===== src/rtl/hazard_pkg.sv =====
package hazard_pkg;

    // Default geometry of the window
    localparam int DEF_DEPTH = 4;
    localparam int DEF_REG_W = 5;
    localparam int DEF_NSRC  = 2;

    // Index of each hazard kind inside a flag vector
    typedef enum logic [1:0] {
        HZ_TRUE   = 2'd0,
        HZ_ANTI   = 2'd1,
        HZ_OUTPUT = 2'd2
    } hz_kind_e;

    // Classification result for one older/younger pair
    typedef struct packed {
        logic waw;
        logic war;
        logic raw;
    } hz_flags_t;

    localparam hz_flags_t HZ_NONE = '{waw: 1'b0, war: 1'b0, raw: 1'b0};

    function automatic logic hz_any(input hz_flags_t f);
        return f.raw | f.war | f.waw;
    endfunction

    function automatic logic hz_pick(input hz_flags_t f, input hz_kind_e k);
        case (k)
            HZ_TRUE:   return f.raw;
            HZ_ANTI:   return f.war;
            HZ_OUTPUT: return f.waw;
            default:   return 1'b0;
        endcase
    endfunction

endpackage


===== src/rtl/hazard_pair_cmp.sv =====
module hazard_pair_cmp
    import hazard_pkg::*;
#(
    parameter int REG_W = DEF_REG_W,
    parameter int NSRC  = DEF_NSRC
) (
    input  logic                  old_vld,
    input  logic [REG_W-1:0]      old_dst,
    input  logic [NSRC*REG_W-1:0] old_src,
    input  logic [NSRC-1:0]       old_src_en,
    input  logic                  yng_vld,
    input  logic [REG_W-1:0]      yng_dst,
    input  logic [NSRC*REG_W-1:0] yng_src,
    input  logic [NSRC-1:0]       yng_src_en,
    output hz_flags_t             flags
);

    logic [NSRC-1:0] yng_reads_old;   // younger source hits older destination
    logic [NSRC-1:0] old_reads_yng;   // older source hits younger destination
    logic            both_vld;

    for (genvar s = 0; s < NSRC; s++) begin : g_src
        assign yng_reads_old[s] = yng_src_en[s] &&
                                  (yng_src[s*REG_W +: REG_W] == old_dst);
        assign old_reads_yng[s] = old_src_en[s] &&
                                  (old_src[s*REG_W +: REG_W] == yng_dst);
    end

    assign both_vld = old_vld & yng_vld;

    always_comb begin
        flags     = HZ_NONE;
        flags.raw = both_vld & (|yng_reads_old);
        flags.war = both_vld & (|old_reads_yng);
        flags.waw = both_vld & (old_dst == yng_dst);
    end

endmodule


===== src/rtl/hazard_summary.sv =====
module hazard_summary #(
    parameter int DEPTH = hazard_pkg::DEF_DEPTH
) (
    input  logic [DEPTH*DEPTH-1:0] any_mat,
    output logic [DEPTH-1:0]       dep_vec
);

    // Row j holds the pairs whose younger member is slot j
    for (genvar j = 0; j < DEPTH; j++) begin : g_row
        assign dep_vec[j] = |any_mat[j*DEPTH +: DEPTH];
    end

endmodule


===== src/rtl/hazard_window.sv =====
module hazard_window
    import hazard_pkg::*;
#(
    parameter int DEPTH = DEF_DEPTH,
    parameter int REG_W = DEF_REG_W,
    parameter int NSRC  = DEF_NSRC
) (
    input  logic                        clk,
    input  logic                        rst,
    input  logic                        ld_stb,
    input  logic [DEPTH-1:0]            win_valid,
    input  logic [DEPTH*REG_W-1:0]      win_dst,
    input  logic [DEPTH*NSRC*REG_W-1:0] win_src,
    input  logic [DEPTH*NSRC-1:0]       win_src_en,
    output logic [DEPTH*DEPTH-1:0]      raw_flags,
    output logic [DEPTH*DEPTH-1:0]      war_flags,
    output logic [DEPTH*DEPTH-1:0]      waw_flags,
    output logic [DEPTH-1:0]            dep_any
);

    localparam int NPAIR_BITS = DEPTH * DEPTH;
    localparam int SLOT_SRC_W = NSRC * REG_W;

    // Bits whose older index is not below the younger index
    function automatic logic [NPAIR_BITS-1:0] upper_mask();
        logic [NPAIR_BITS-1:0] m;
        m = '0;
        for (int j = 0; j < DEPTH; j++)
            for (int i = 0; i < DEPTH; i++)
                if (i >= j) m[j*DEPTH+i] = 1'b1;
        return m;
    endfunction

    // All pair bits that involve slot k in either role
    function automatic logic [NPAIR_BITS-1:0] slot_mask(input int k);
        logic [NPAIR_BITS-1:0] m;
        m = '0;
        for (int n = 0; n < DEPTH; n++) begin
            m[k*DEPTH+n] = 1'b1;
            m[n*DEPTH+k] = 1'b1;
        end
        return m;
    endfunction

    localparam logic [NPAIR_BITS-1:0] NOT_PAIR = upper_mask();

    hz_flags_t                pair_flags [NPAIR_BITS];
    logic [NPAIR_BITS-1:0]    raw_d, war_d, waw_d, any_d;
    logic [DEPTH-1:0]         dep_d;
    logic [NPAIR_BITS-1:0]    raw_q, war_q, waw_q;
    logic [DEPTH-1:0]         dep_q;

    // Pair comparators: one per older/younger pair
    for (genvar j = 0; j < DEPTH; j++) begin : g_yng
        for (genvar i = 0; i < DEPTH; i++) begin : g_old
            if (i < j) begin : g_cmp
                hazard_pair_cmp #(
                    .REG_W (REG_W),
                    .NSRC  (NSRC)
                ) u_cmp (
                    .old_vld    (win_valid[i]),
                    .old_dst    (win_dst[i*REG_W +: REG_W]),
                    .old_src    (win_src[i*SLOT_SRC_W +: SLOT_SRC_W]),
                    .old_src_en (win_src_en[i*NSRC +: NSRC]),
                    .yng_vld    (win_valid[j]),
                    .yng_dst    (win_dst[j*REG_W +: REG_W]),
                    .yng_src    (win_src[j*SLOT_SRC_W +: SLOT_SRC_W]),
                    .yng_src_en (win_src_en[j*NSRC +: NSRC]),
                    .flags      (pair_flags[j*DEPTH+i])
                );

                // equal destinations on a valid pair give an output hazard
                p_waw_pair_r3: assert property (@(posedge clk) disable iff (rst)
                    (ld_stb && win_valid[i] && win_valid[j] &&
                     win_dst[i*REG_W +: REG_W] == win_dst[j*REG_W +: REG_W])
                    |=> waw_flags[j*DEPTH+i]);
            end else begin : g_none
                assign pair_flags[j*DEPTH+i] = HZ_NONE;
            end
        end
    end

    // Spread the pair structs into per-kind matrices
    always_comb begin
        for (int b = 0; b < NPAIR_BITS; b++) begin
            raw_d[b] = hz_pick(pair_flags[b], HZ_TRUE);
            war_d[b] = hz_pick(pair_flags[b], HZ_ANTI);
            waw_d[b] = hz_pick(pair_flags[b], HZ_OUTPUT);
            any_d[b] = hz_any(pair_flags[b]);
        end
    end

    hazard_summary #(
        .DEPTH (DEPTH)
    ) u_sum (
        .any_mat (any_d),
        .dep_vec (dep_d)
    );

    // Result registers
    always_ff @(posedge clk) begin
        if (rst) begin
            raw_q <= '0;
            war_q <= '0;
            waw_q <= '0;
            dep_q <= '0;
        end else if (ld_stb) begin
            raw_q <= raw_d;
            war_q <= war_d;
            waw_q <= waw_d;
            dep_q <= dep_d;
        end
    end

    assign raw_flags = raw_q;
    assign war_flags = war_q;
    assign waw_flags = waw_q;
    assign dep_any   = dep_q;

    // no flag ever sits on a bit with i >= j
    p_upper_zero_r6: assert property (@(posedge clk) disable iff (rst)
        ((raw_q | war_q | waw_q) & NOT_PAIR) == '0);

    // without a strobe every output holds
    p_hold_r8: assert property (@(posedge clk) disable iff (rst)
        !ld_stb |=> ($stable(raw_q) && $stable(war_q) &&
                     $stable(waw_q) && $stable(dep_q)));

    // reset clears every output
    p_reset_clear_r9: assert property (@(posedge clk)
        rst |=> (raw_q == '0 && war_q == '0 && waw_q == '0 && dep_q == '0));

    for (genvar k = 0; k < DEPTH; k++) begin : g_chk
        // an invalid slot yields no flag in its row or column
        p_invalid_slot_r5: assert property (@(posedge clk) disable iff (rst)
            (ld_stb && !win_valid[k])
            |=> (((raw_q | war_q | waw_q) & slot_mask(k)) == '0));

        // summary bit agrees with its row of registered flags
        p_summary_r7: assert property (@(posedge clk) disable iff (rst)
            dep_q[k] == (|((raw_q | war_q | waw_q) >> (k*DEPTH) &
                           {{(NPAIR_BITS-DEPTH){1'b0}}, {DEPTH{1'b1}}})));
    end

endmodule


===== config.mk =====
export PLATFORM = sky130hd
export DESIGN_NAME = hazard_window
export DESIGN_NICKNAME = d
export VERILOG_FILES = /design/src/rtl/hazard_pkg.sv /design/src/rtl/hazard_pair_cmp.sv /design/src/rtl/hazard_summary.sv /design/src/rtl/hazard_window.sv
export SDC_FILE = /design/constraint.sdc
export NUM_CORES = 1
export LEC_CHECK = 0
export ABC_AREA = 1
export BUFFER_PORTS_ARGS = -buffer_cell sky130_fd_sc_hd__buf_2
export CELL_PAD_IN_SITES_DETAIL_PLACEMENT = 1
export CELL_PAD_IN_SITES_GLOBAL_PLACEMENT = 1
export CORE_ASPECT_RATIO = 1.5
export CORE_MARGIN = 8
export CORE_UTILIZATION = 28
export DETAILED_ROUTE_END_ITERATION = 8
export HOLD_SLACK_MARGIN = 0.12
export PLACE_DENSITY = 0.78
export SLEW_MARGIN = 15
export SYNTH_ARGS = -nofsm -noshare
export SYNTH_HDL_FRONTEND = slang
export SYNTH_SLANG_ARGS = --single-unit

===== constraint.sdc =====
create_clock -name clk -period 1.3 [get_ports clk]
set_clock_uncertainty 0.1 [all_clocks]
set_input_delay 0.26 -clock clk [delete_from_list [all_inputs] [get_ports clk]]
set_output_delay 0.26 -clock clk [all_outputs]
set_load 0.005 [all_outputs]

==> results of run 1 <==
## worst paths after layout
kind                 start  slack [ns]            end  cells after the start
max            win_dst[18]       -0.12     dep_any[3]                     11
min                    rst        0.13  waw_flags[14]                      2
max reg2reg   raw_flags[8]        0.45   raw_flags[8]                      2
min reg2reg  waw_flags[14]        0.41  waw_flags[14]                      2
## worst register-to-register path, stage by stage, from the launching register on
cell,delay [ns]
dfxtp_1,0.32
o21ai_0,0.21
a21oi_1,0.09
## what timing repair did
item | CTS | global route
pin swaps | 6 | 46
gates cloned | 0 | 1
setup endpoints to repair | 3 | 10
resized for setup | 9 | 75
setup buffers | 0 | 6
## registers in the layout, indices dropped and copies added (netlist names)
name	count
dep_any	3
waw_flags	6
raw_flags	6
war_flags	6
## power breakdown
part,switching [µW],internal [µW]
logic,866,534
registers,14.3,677
clock network,224,417
## routing by layer
metal / up-vias / global-route usage [%] / wire length [µm] / share of wire [%]
li1: 2367 / - / - / -
met1: 2338 / 21.2 / 6660 / 37
met2: 238 / 39.1 / 9220 / 51
met3: 67 / 3.90 / 1100 / 6.1
met4: 0 / 12.9 / 1030 / 5.7
met5: - / 0 / 0 / 0
## logic make-up (layout without fill, tap and decap cells)
kind of cell | Yosys count | count (layout) | synth area share (%)
AOI/OAI and AO/OA | 110 | 110 | 17.0
xor gates and xnor gates | 9 | 9 | 2.33
buffers and inverters | 130 | 235 | 19.2
other | 1 | 31 | 0.111
DFF | 21 | 21 | 12.4
and+or+nand+nor | 425 | 425 | 48.9
## Yosys cell counts
master	instances	area (µm²)
nand2_2	2	12.5
nand4_1	1	6.26
xnor2_1	2	17.5
clkbuf_1	5	18.8
nand2_1	262	983
a21oi_1	24	120
o21ai_1	14	70.1
conb_1	1	3.75
nor2_2	1	6.26
o21ai_2	1	8.76
nand3_1	31	155
inv_2	17	63.8
nor3_1	5	25.0
clkinv_1	2	7.51
dfxtp_1	21	420
buf_6	2	22.5
o21ai_0	54	270
o22ai_1	17	106
buf_4	33	248
inv_1	53	199
xor2_1	7	61.3
nor2_1	123	462
buf_2	18	90.1
## layout make-up
cell class                      count  share of cell area, %
Multi-Input combinational cell    575                   54.4
Timing Repair Buffer              159                   24.5
Sequential cell                    21                   8.98
Inverter                           72                   6.42
Tap cell                          153                   4.09
Clock buffer                        4                   1.68
## stage by stage
step	setup TNS, ns	hold WS, ns	total power (µW)	setup slack [ns]
floorplan	0	0.229	1440	0.00279
detailed placement	-3.30	0.365	1980	-0.344
finish	-0.119	0.134	2730	-0.119
global placement	-2.78	0.350	1960	-0.337
global route	-0.426	0.146	2900	-0.226
CTS	-0.00735	0.127	2620	-0.00735
==> out/metrics.cfg, run 1 <==
[global_route]
antenna_found_initial=0
grt_util_all_layers_pct=21.1
grt-ovfl-total=0
grt_first_pass_wirelength_um=26900
grt_pass1_vias=5236
grt_max_degree=20

[setup_path]
cp-start-kind=input pin
worst-endpoint-required_ns=1.38
cp_cell_sequence=buf_8 > clkinvlp_4 > nand2_2 > nand2_1 > nor2_1 > nand3_1 > nand2_4 > nand2_4 > nand2_2 > nor2_1 > a21oi_1
critPathArrivalTime_ns=1.50
crit_family=simple AND/OR/NAND/NOR gates
slowest_delay_ns=0.22
crit_buf_inv=2
slowest_stage=clkinvlp_4
critPathMaxFanout=8
end_kind=flip-flop
worst-setup-path-type=input pin to flip-flop

[power_and_ir_drop]
leakagePower_uw=0.00270
vdd_ir_drop_max_mv=0.324
power.density_nw_per_um2=584

[timing]
finalCriticalPeriod_ns=1.42
maxSlewViolCount=0
hold_viol_final=0
setup_violations=1
fin_crit_sh_pct=109
rsz0062_at_grt=yes
max_freq_ghz=0.705
setup_ws_ns=-0.119

[cts]
clockBufferDepth=2
cts.sinks=21
clkTransAtPathRegs_ns=0.06
clockRootBuffer=clkbuf_16
ctsHoldBuffers=0
cts_tree=yes
insertion_delay_ns=0.25
cts-htree-levels=1
numCtsBuffers=3

[outcome]
status=finished, violations left
violations=negative setup slack

[final_layout]
final_layout_size_suffix_gt1_share_pct=26.2
nets=907
syn2layout_area_growth_pct=38.6
layout.area.seq_um2=420
most-common-layout-cells=nand2_1 (249), nor2_1 (117), buf_2 (88)
design_area_um2=4680
final_util_pct=39.4
final_cells=984
multi_input_area_um2=2540
n_fill_cell=1748
n_antenna_cell=0
layout_commonest_cell=nand2_1

[die]
core_area_um2=11900
start_util_pct=28.4
ioPinCount=127
die_w_um=106
die_area_um2=15900
row_count=49
die_h_um=151

[yosys]
ys_seq_area_share_pct=12.4
synth.distinct_cells=23
ys_ff_latch=21
syn_area_per_cell_um2=4.85
syn_inst=696
yosys_warnings=0
synth.cell_area_um2=3380

[job]
cap_violations=0

[place]
hpwlAfterDp_um=14200
dpl_cell_area_um2=4320
place.gp.congestion=0.955
io_buffer_count=95
dp_cells=975

[routing]
drtIter0Drc=234
antenna_left=0
vias_per_cell=5.09
avgRoutedWirePerCell_um=18.3
first_pass_iters=4
vias=5010
drc_errors=0
drt_wl_total_um=18000

[worst_hold_path]
hold_class=input pin to flip-flop

Power figures use the tool's default switching activity.
==> run 2, diff against run 1 <==
--- a/config.mk
+++ b/config.mk
@@ -14,7 +14,7 @@
 export CORE_UTILIZATION = 28
 export DETAILED_ROUTE_END_ITERATION = 8
 export HOLD_SLACK_MARGIN = 0.12
-export PLACE_DENSITY = 0.78
+export PLACE_DENSITY_LB_ADDON = 0.1
 export SLEW_MARGIN = 15
 export SYNTH_ARGS = -nofsm -noshare
 export SYNTH_HDL_FRONTEND = slang
==> out/metrics.cfg, run 2 (same netlist as run 1, synthesis figures left out) <==
[cts]
insertion_delay_ns=0.25
clockRootBuffer=clkbuf_16
cts.sinks=21
clkTransAtPathRegs_ns=0.05
numCtsBuffers=3
cts-htree-levels=1
clockBufferDepth=2
cts_tree=yes

[power_and_ir_drop]
vdd_ir_drop_max_mv=0.335
pwr-share-clk_pct=24.1
power.density_nw_per_um2=595
netSwitchingFraction_pct=40.6
pwr-share-comb_pct=50.1
leakagePower_uw=0.00260
internal_power_uw=1590
p_sw_uw=1090
power_frac_seq_pct=25.8

[routing]
drtIter0Drc=219
vias_per_cell=4.94
drt_wl_total_um=18200
antenna_left=0
drc_errors=0
avgRoutedWirePerCell_um=18.6
vias=4824
first_pass_iters=4

[global_route]
grt-ovfl-total=0
antenna_found_initial=0
grt_max_degree=20
grt_first_pass_wirelength_um=28000
grt_util_all_layers_pct=22.4
grt_pass1_vias=5147

[final_layout]
nets=900
final_cells=977
final_layout_size_suffix_gt1_share_pct=24.5
final_util_pct=37.8
n_antenna_cell=0
layout_commonest_cell=nand2_1
n_fill_cell=1749
most-common-layout-cells=nand2_1 (249), nor2_1 (119), buf_2 (91)
multi_input_area_um2=2500
syn2layout_area_growth_pct=33.1
layout.area.seq_um2=420
design_area_um2=4500

[setup_path]
worst-endpoint-required_ns=1.34
end_kind=flip-flop
critPathMaxFanout=9
critPathArrivalTime_ns=1.32
worst-setup-path-type=input pin to flip-flop
cp-start-kind=input pin

[place]
io_buffer_count=95
hpwlAfterDp_um=14600
dpl_cell_area_um2=4250
place.gp.congestion=0.946
dp_cells=971

[die]
die_area_um2=15900
core_area_um2=11900
start_util_pct=28.4
die_h_um=151
row_count=49
ioPinCount=127
die_w_um=106

[timing]
fin_crit_sh_pct=98.4
maxSlewViolCount=0
hold_viol_final=0
max_freq_ghz=0.782
finalCriticalPeriod_ns=1.28
setup_violations=0
hold_slack_ns=0.183
rsz0062_at_grt=yes

[outcome]
status=completed

[job]
cap_violations=0

[worst_hold_path]
hold_class=input pin to flip-flop

run 2: path summary, 6_finish.rpt:
kind | from | to | slack (ns) | cells past startpoint
hold reg to reg | waw_flags[14] | waw_flags[14] | 0.37 | 2
setup / recovery | win_dst[16] | dep_any[3] | 0.02 | 11
setup reg to reg | war_flags[8] | war_flags[8] | 0.53 | 2
hold / removal | rst | dep_any[1] | 0.18 | 4
run 2: worst max-delay path: stages:
cell	delay (ns)
buf_2	0.14
inv_2	0.19
nand2_1	0.10
o21ai_2	0.06
nor2_1	0.07
nand3_1	0.13
nand2_1	0.08
nor2_1	0.09
nand2_1	0.06
nor2_1	0.08
a21oi_1	0.07
run 2: metal layers:
| metal | wire, µm | up-vias | track usage, % |
|---|---|---|---|
| met3 | 1100 | 36 | 2.83 |
| li1 | - | 2359 | - |
| met2 | 9450 | 175 | 42.6 |
| met5 | 0 | - | 0 |
| met4 | 532 | 0 | 7.84 |
| met1 | 7080 | 2254 | 24.5 |
run 2: area by class of cell:
| class | count | share of cell area [%] |
|---|---|---|
| Inverter | 72 | 6.68 |
| Multi-Input combinational cell | 575 | 55.6 |
| Tap cell | 153 | 4.26 |
| Clock buffer | 4 | 1.75 |
| Timing Repair Buffer | 152 | 22.3 |
| Sequential cell | 21 | 9.35 |
run 2: power by group through the flow:
stage / logic [µW] / clock network [µW] / registers [µW]
6_report: 1340 / 645 / 691
5_1_grt: 1480 / 702 / 695
4_1_cts: 1290 / 668 / 691
3_5_place_dp: 1270 / 0 / 705
3_3_place_gp: 1250 / 0 / 703
2_1_floorplan: 734 / 0 / 707
run 2: what timing repair did:
item / in CTS / in global routing
setup endpoints to repair: 3 / 8
pin swaps: 0 / 22
resized for setup: 8 / 46
hold endpoints to repair: 1 / 0
buffers inserted: 0 / 1
hold buffers: 1 / 0
run 2: stage by stage:
stage | setup slack (ns) | power [µW] | setup TNS, ns
final | 0.0208 | 2680 | 0
after global routing | -0.0457 | 2870 | -0.123
after CTS | 0.000723 | 2650 | 0
after detailed placement | -0.314 | 1980 | -3.65
after global placement | -0.314 | 1950 | -3.39
after floorplan | 0.00279 | 1440 | 0
==> run 3, diff against run 2 <==
--- a/config.mk
+++ b/config.mk
@@ -7,14 +7,13 @@
 export LEC_CHECK = 0
 export ABC_AREA = 1
 export BUFFER_PORTS_ARGS = -buffer_cell sky130_fd_sc_hd__buf_2
-export CELL_PAD_IN_SITES_DETAIL_PLACEMENT = 1
-export CELL_PAD_IN_SITES_GLOBAL_PLACEMENT = 1
 export CORE_ASPECT_RATIO = 1.5
 export CORE_MARGIN = 8
-export CORE_UTILIZATION = 28
+export CORE_UTILIZATION = 46
+export CTS_CLUSTER_SIZE = 12
 export DETAILED_ROUTE_END_ITERATION = 8
 export HOLD_SLACK_MARGIN = 0.12
-export PLACE_DENSITY_LB_ADDON = 0.1
+export PLACE_DENSITY = 0.79
 export SLEW_MARGIN = 15
 export SYNTH_ARGS = -nofsm -noshare
 export SYNTH_HDL_FRONTEND = slang
==> out/metrics.cfg, run 3 (same netlist as run 1, synthesis figures left out) <==
[setup_path]
end_kind=flip-flop
reg2reg_to=dep_any[3]
r2r_setup_slack_ns=0.53
cp-start-kind=input pin
critPathMaxFanout=8
worst-endpoint-required_ns=1.35
timing.rr.start=dep_any[3]
r2r_cells=2
critPathArrivalTime_ns=1.26
worst-setup-path-type=input pin to flip-flop

[worst_hold_path]
hold_start=rst
whs_endpoint=dep_any[1]
holdPathStages=4
hold_class=input pin to flip-flop

[routing]
vias_per_cell=5.24
drt_wl_total_um=13900
vias=4872
avgRoutedWirePerCell_um=15.0
first_pass_iters=5
antenna_left=0
drc_errors=0
drtIter0Drc=448

[cts]
postCtsSetupBuffers=0
clkTransAtPathRegs_ns=0.08
cts_tree=yes
cts-htree-levels=1
clockRootBuffer=clkbuf_8
numCtsBuffers=3
clockBufferDepth=2
cts.sinks=21
insertion_delay_ns=0.26

[place]
io_buffer_count=95
place_ws_ns=-0.202
place.gp.congestion=1.04
hpwlAfterDp_um=11300
dpl_cell_area_um2=4270

[final_layout]
design_area_um2=4390
most-common-layout-cells=nand2_1 (259), nor2_1 (121), buf_2 (92)
layout_commonest_cell=nand2_1
final_layout_size_suffix_gt1_share_pct=23.0
n_fill_cell=776
nets=905
final_util_pct=61.2
n_antenna_cell=0
syn2layout_area_growth_pct=30.1

[power_and_ir_drop]
vdd_ir_drop_max_mv=0.447
netSwitchingFraction_pct=41.5
leakagePower_uw=0.00262
pwr-share-clk_pct=17.6
p_sw_uw=992
power_frac_seq_pct=28.9
power.density_nw_per_um2=543
internal_power_uw=1400
pwr-share-comb_pct=53.5

[die]
ioPinCount=127
die_h_um=121
die_area_um2=10400
die_w_um=86.0
start_util_pct=47.1
core_area_um2=7180
row_count=38

[timing]
hold_viol_final=0
hold_slack_ns=0.161
max_freq_ghz=0.822
maxSlewViolCount=0
fin_crit_sh_pct=93.6
finalCriticalPeriod_ns=1.22
setup_violations=0
setup_ws_ns=0.0830
setup_tns_ns=0

[global_route]
grt_max_degree=20
grt_util_all_layers_pct=26.5
grt-ovfl-total=0
grt_pass1_vias=4734
antenna_found_initial=0
grt_first_pass_wirelength_um=22500

[outcome]
status=completed

[job]
cap_violations=0

==> run 3: cell types whose count changed in the layout (fill, tap and decap cells not counted), moves of 3 or more <==
cell	before	now
nand2_2	15	5
a21oi_1	21	24
clkbuf_8	0	3
a21oi_2	3	0
nand2_1	249	259
buf_6	7	3
buf_4	47	52
clkbuf_16	3	0
buf_12	5	8
==> run 3: critical path, stage by stage <==
cell and delay (ns):
buf_2 0.13, buf_12 0.14, buf_4 0.13, o21ai_1 0.12, nor2_1 0.06, nand3_2 0.10, nand2_1 0.06, clkinv_1 0.05
nand2_1 0.05, nor2_1 0.10, a21oi_1 0.06
==> run 3: per-stage QoR <==
step,std cells,power (µW)
after floorplan,726,1440
after global placement,924,1910
after detailed placement,924,1920
after CTS,929,2330
after global routing,929,2560
final,929,2390
==> run 3: area by class of cell <==
type                    count  area (µm²)  area share [%]
clock buffers               3        41.3           0.940
clock inverters             1        5.00           0.114
inverters                  72         298            6.78
multi-input cells         575        2440            55.6
flip-flops and latches     21         420            9.57
well taps                 100         125            2.85
repair buffers            157        1060            24.2
==> run 3: worst max path at each step <==
stage | start | end | slack [ns]
2_1_floorplan | win_dst[15] | dep_any[3] | 0.003
3_3_place_gp | win_dst[4] | dep_any[1] | -0.20
3_5_place_dp | win_dst[18] | dep_any[3] | -0.20
4_1_cts | win_dst[12] | dep_any[2] | 0.05
5_1_grt | win_dst[1] | dep_any[2] | -0.003
6_report | win_dst[12] | dep_any[2] | 0.08
==> run 3: timing repair <==
action	4_1_cts	5_1_grt
hold buffers	1	0
resized for setup	0	30
endpoints found under the setup margin	0	7
hold endpoints to repair	1	0
==> run 3: layer usage <==
metal,track usage (%),vias up,part of all wire (%)
li1,-,2368,-
met1,30.1,2110,38
met2,44.6,317,47
met3,3.59,77,8.9
met4,18.6,0,6.5
met5,0,-,0
==> run 3: power by group through the flow <==
stage | Combinational [µW] | Clock [µW] | Sequential, µW
6_report | 1280 | 420 | 690
5_1_grt | 1410 | 452 | 693
4_1_cts | 1220 | 424 | 690
3_5_place_dp | 1210 | 0 | 705
3_3_place_gp | 1210 | 0 | 703
2_1_floorplan | 734 | 0 | 707
